--- config.mk ---
export PLATFORM = sky130hd
export DESIGN_NAME = page_bus_router
export DESIGN_NICKNAME = d
export VERILOG_FILES = /design/src/rtl/page_bus_router.sv
export SDC_FILE = /design/constraint.sdc
export NUM_CORES = 1
export LEC_CHECK = 0
export BUFFER_PORTS_ARGS = -buffer_cell sky130_fd_sc_hd__clkbuf_2
export CORE_ASPECT_RATIO = 1.5
export CORE_MARGIN = 2
export CORE_UTILIZATION = 26
export CTS_CLUSTER_DIAMETER = 50
export DETAILED_ROUTE_END_ITERATION = 6
export HOLD_SLACK_MARGIN = 0.12
export PLACE_DENSITY = 0.93
export SLEW_MARGIN = 10
export SYNTH_ARGS = -nofsm -noshare
export SYNTH_HDL_FRONTEND = slang
export SYNTH_SLANG_ARGS = --single-unit
--- constraint.sdc ---
create_clock -name clk -period 1 [get_ports clk]
set_input_delay 0.05 -clock clk [delete_from_list [all_inputs] [get_ports clk]]
set_output_delay 0.05 -clock clk [all_outputs]
set_load 0.02 [all_outputs]
--- src/rtl/page_bus_router.sv ---
module page_bus_router #(
  parameter int ROM_BYTES = 1 << 20
) (
  input  logic                         clk,
  input  logic                         rst_n,
  input  logic                         req_valid,
  input  logic                         req_write,
  input  logic [23:0]                  req_addr,
  input  logic [7:0]                   req_wdata,
  output logic                         rsp_valid,
  output logic [7:0]                   rsp_data,
  output logic                         ram_en,
  output logic                         ram_we,
  output logic [16:0]                  ram_addr,
  output logic [7:0]                   ram_wdata,
  input  logic [7:0]                   ram_rdata,
  output logic                         rom_en,
  output logic [$clog2(ROM_BYTES)-1:0] rom_addr,
  input  logic [7:0]                   rom_rdata
);
  localparam int ROM_AW = $clog2(ROM_BYTES);

  typedef enum logic [1:0] {TGT_NONE, TGT_RAM, TGT_ROM} tgt_t;

  function automatic tgt_t page_target(input logic [11:0] pg);
    logic [7:0] bank;
    bank = pg[11:4];
    if (bank[7:1] == 7'h3F)                 return TGT_RAM;
    if (bank == 8'h00 && pg[3:1] == 3'b000) return TGT_RAM;
    if (bank[6:5] == 2'b00 && pg[3])        return TGT_ROM;
    return TGT_NONE;
  endfunction

  tgt_t tgt, sel_q;
  assign tgt = page_target(req_addr[23:12]);

  assign ram_en    = req_valid && tgt == TGT_RAM;
  assign ram_we    = ram_en && req_write;
  assign ram_addr  = req_addr[16:0];
  assign ram_wdata = req_wdata;
  assign rom_en    = req_valid && !req_write && tgt == TGT_ROM;
  assign rom_addr  = (ROM_AW)'({req_addr[22:16], req_addr[14:0]});

  always_ff @(posedge clk) begin
    if (!rst_n) begin
      rsp_valid <= 1'b0;
      sel_q     <= TGT_NONE;
    end else begin
      rsp_valid <= req_valid && !req_write;
      sel_q     <= (req_valid && !req_write) ? tgt : TGT_NONE;
    end
  end

  assign rsp_data = (sel_q == TGT_RAM) ? ram_rdata :
                    (sel_q == TGT_ROM) ? rom_rdata : 8'h00;

  assert_one_target_R1: assert property (@(posedge clk) disable iff (!rst_n)
    !(ram_en && rom_en));
  assert_ram_bank_R2: assert property (@(posedge clk) disable iff (!rst_n)
    (req_valid && req_addr[23:17] == 7'h3F) |-> (ram_en && ram_addr == req_addr[16:0]));
  assert_rom_no_write_R6: assert property (@(posedge clk) disable iff (!rst_n)
    (req_valid && req_write) |-> !rom_en);
  assert_unmapped_zero_R7: assert property (@(posedge clk) disable iff (!rst_n)
    (req_valid && !req_write && !ram_en && !rom_en) |=> (rsp_data == 8'h00));
  assert_rsp_follows_R8: assert property (@(posedge clk) disable iff (!rst_n)
    (req_valid && !req_write) |=> rsp_valid);
  assert_no_spurious_rsp_R8: assert property (@(posedge clk) disable iff (!rst_n)
    !(req_valid && !req_write) |=> !rsp_valid);
endmodule

==> summary.md <==
- **outcome** finished with violations
- **violations in the final reports** negative setup slack
- **Req. time, crit path** 0.95 ns
- **Starting Density** 0.2691
- **iteration count of the initial detailed-routing pass** 5
- **width of the chip** 42.79 um
- **share of the cycle needed by the critical path after routing** 1.237
- **maximum buffer depth of the clock tree** 2
- **count of inserted antenna diode cells** 0
- **number of routed nets with antenna violations** 0
- **measured slew at the worst slew-check pin** 0.4258 ns
- **via count** 665
- **final critical path time including I/O delays and setup** 1.237 ns
- **Core Rows** 21
- **Die Y** 62.19 um
- **power per unit of standard cell area** 733.6 nW/um2
- **share of cells above drive strength 1** 0.5982
- **Post-route DRC** 0
- **total global routing track utilization** 0.1655
- **average wire per cell in the routed design** 17.16 um
- **area of the die** 2661 um2
- **count of maximum capacitance violations** 0
- **crit path kind** flop to output port
- **final-report setup violation count** 10
- **master of the slowest instance on the critical path** dfxtp_2
- **count of cell types in the netlist** 16
- **share of synthesized registers carrying an async set or reset** 0
- **Buf/Inv on CP** 1
- **sort of element at the end of the critical path** output port
- **final estimated routing congestion in global placement** 0.6838
- **start point of the worst hold path** req_valid
- **cell types with the highest counts after synthesis** buf_4 (45), a22o_1 (8), dfxtp_1 (3), nor2_1 (3)
- **number of buffers added on ports** 53
- **crit-path cells** nor2b_4, a22o_1, clkbuf_8
- **TritonCTS clock tree** built
- **highest fanout seen on the critical path** 8
- **most instantiated library cell after synthesis** buf_4
- **number of enable flip-flop cells after synthesis** 0
- **# placed instances** 108
- **Hold Worst Slack** 0.1796 ns
- **ratio of routed vias to standard cells** 4.926
- **destination of the worst hold path** sel_q[0]
- **via count of the first global-routing pass** 676
- **area share of the largest cell type after synthesis** 0.5757
- **worst hold-check path type** primary input to flop
- **Synth Register Bits** 3
- **syn nets** 128
- **layout filler cell count** 212
- **slowest stage delay, CP** 0.34 ns
- **number of antenna violations at the first check in global routing** 0
- **Overall Power** 0.0006985 W
- **VDD IR max** 0.0003986 V
- **io pins** 109
- **maximum achievable frequency** 0.8087 GHz
- **largest net degree at the start of global routing** 9
- **DRC violation total after the first TritonRoute iteration** 36
- **clock sinks** 3
- **normalized max-slew margin** 0.7152
- **leakage power total** 0.4695 nW
- **CP delay by family, top** flip-flops
- **post-synth design cell area** 586.8 um2
- **critical path launch point type** flop
- **total detailed-routing wirelength** 2.317 mm
- **sequential cell area fraction in the yosys report** 0.1023
- **post-route non-filler standard cell count** 135
- **count of pins over their slew limit** 0
- **RSZ-0062 raised after global routing** true
- **Yosys top cell by area** buf_4
- **first element of the critical path** sel_q[1]
- **least setup slack across all paths after layout** -0.2365 ns
- **signed area change from the synthesized netlist to the final layout** 62.26%
- **final hold vios** 0
- **design area** 952.2 um2
- **post-layout net count** 165
- **top flip-flop cell by instance count after synthesis** dfxtp_1
- **H-Tree Level Count** 1
- **cell count of the worst hold path** 3
- **aggregate global routing overflow** 0
- **setup slack after placement** -0.1975 ns
- **synthesized instance count** 76
- **global-route wire length before repair** 3.229 mm
- **cts bufs inserted** 3
- **post-synthesis area per instance** 7.721 um2
- **root buf cell** clkbuf_4
- **cell area reported after detailed placement** 555.5 um2
- **number of warnings printed during yosys synthesis** 0
- **data arrival time of the critical path** 1.19 ns
- **core area** 2181 um2
- **half-perimeter wire length after detailed placement** 1.514 mm
- **clock transition time at the flip-flop clock pins of the worst setup and hold paths** 0.04 ns
- **Area contributors post-synth** buf_4 (58%), a22o_1 (12%), dfxtp_1 (10%), nand4_1 (2.1%), nor2b_1 (2.1%)
## kinds of logic (layout without fill, tap and decap cells)
| kind of cell | count (synthesis) | in the layout | synth area share |
|---|---|---|---|
| AOI/OAI and AO/OA | 11 | 11 | 0.1493 |
| buffers and inverters | 48 | 84 | 0.5991 |
| DFF | 3 | 3 | 0.1023 |
| and+or+nand+nor | 14 | 14 | 0.1492 |
## area by class of cell
cell class | instances | area (um2) | share of cell area
Tap cell | 23 | 28.78 | 0.03022
Multi-Input combinational cell | 25 | 206.4 | 0.2168
Inverter | 1 | 3.754 | 0.003942
Clock buffer | 4 | 26.28 | 0.02760
Timing Repair Buffer | 79 | 624.3 | 0.6557
Sequential cell | 3 | 62.56 | 0.06570
## power by group
part / internal [W] / switching [W] / total, W
logic: 0.000147 / 0.000213 / 0.000360
registers: 0.000122 / 0.000000905 / 0.000123
clock network: 0.000150 / 0.0000651 / 0.000215
total: 0.000419 / 0.000279 / 0.000698
## placed cells by master (no fill, tap or decap), types with 3 or more instances in the layout
master / synthesis / final
buf_6: 0 / 3
dlygate4sd3_1: 0 / 23
clkbuf_2: 0 / 40
nor2_1: 3 / 3
clkbuf_8: 0 / 10
buf_4: 45 / 3
a22o_1: 8 / 8
clkbuf_4: 0 / 3
## stage by stage
stage                     utilization  setup TNS, ns
after floorplan                     -              0
after global placement         0.2547         -1.205
after detailed placement       0.2547         -1.605
after CTS                      0.4274         -1.696
after global routing           0.4366         -2.416
final                          0.4366         -1.888
## how the worst max path moves through the flow
| stage | end | slack (ns) | cells after the start |
|---|---|---|---|
| after floorplan | rsp_data[0] | 0.11 | 3 |
| after global placement | rsp_data[4] | -0.15 | 3 |
| after detailed placement | rsp_data[5] | -0.20 | 3 |
| after CTS | rsp_data[1] | -0.21 | 3 |
| after global routing | rsp_data[2] | -0.30 | 3 |
| final | rsp_data[2] | -0.24 | 3 |
## layer usage
layer	vias up	track usage	routed length, um
li1	284	-	-
met1	284	0.1693	803
met2	95	0.2936	1161
met3	2	0.05233	342
met4	0	0.07422	10
met5	-	0	0
## tightest hold or removal path, cell delays in order
cell and delay, ns:
clkbuf_2 0.12, nand3b_1 0.15, a21oi_1 0.05
## repair_timing
| action | 4_1_cts | 5_1_grt |
|---|---|---|
| endpoints found under the setup margin | 10 | 10 |
| hold endpoints to repair | 37 | 0 |
| pin swaps | 10 | 6 |
| buffers inserted | 1 | 0 |
| hold buffers | 23 | 0 |
| resized for setup | 28 | 9 |
## sequential cells by signal, indices dropped and copies added, names as in the netlist
signal / count
sel_q: 2
rsp_valid: 1
Note: power is estimated with default switching activity, not from simulation.
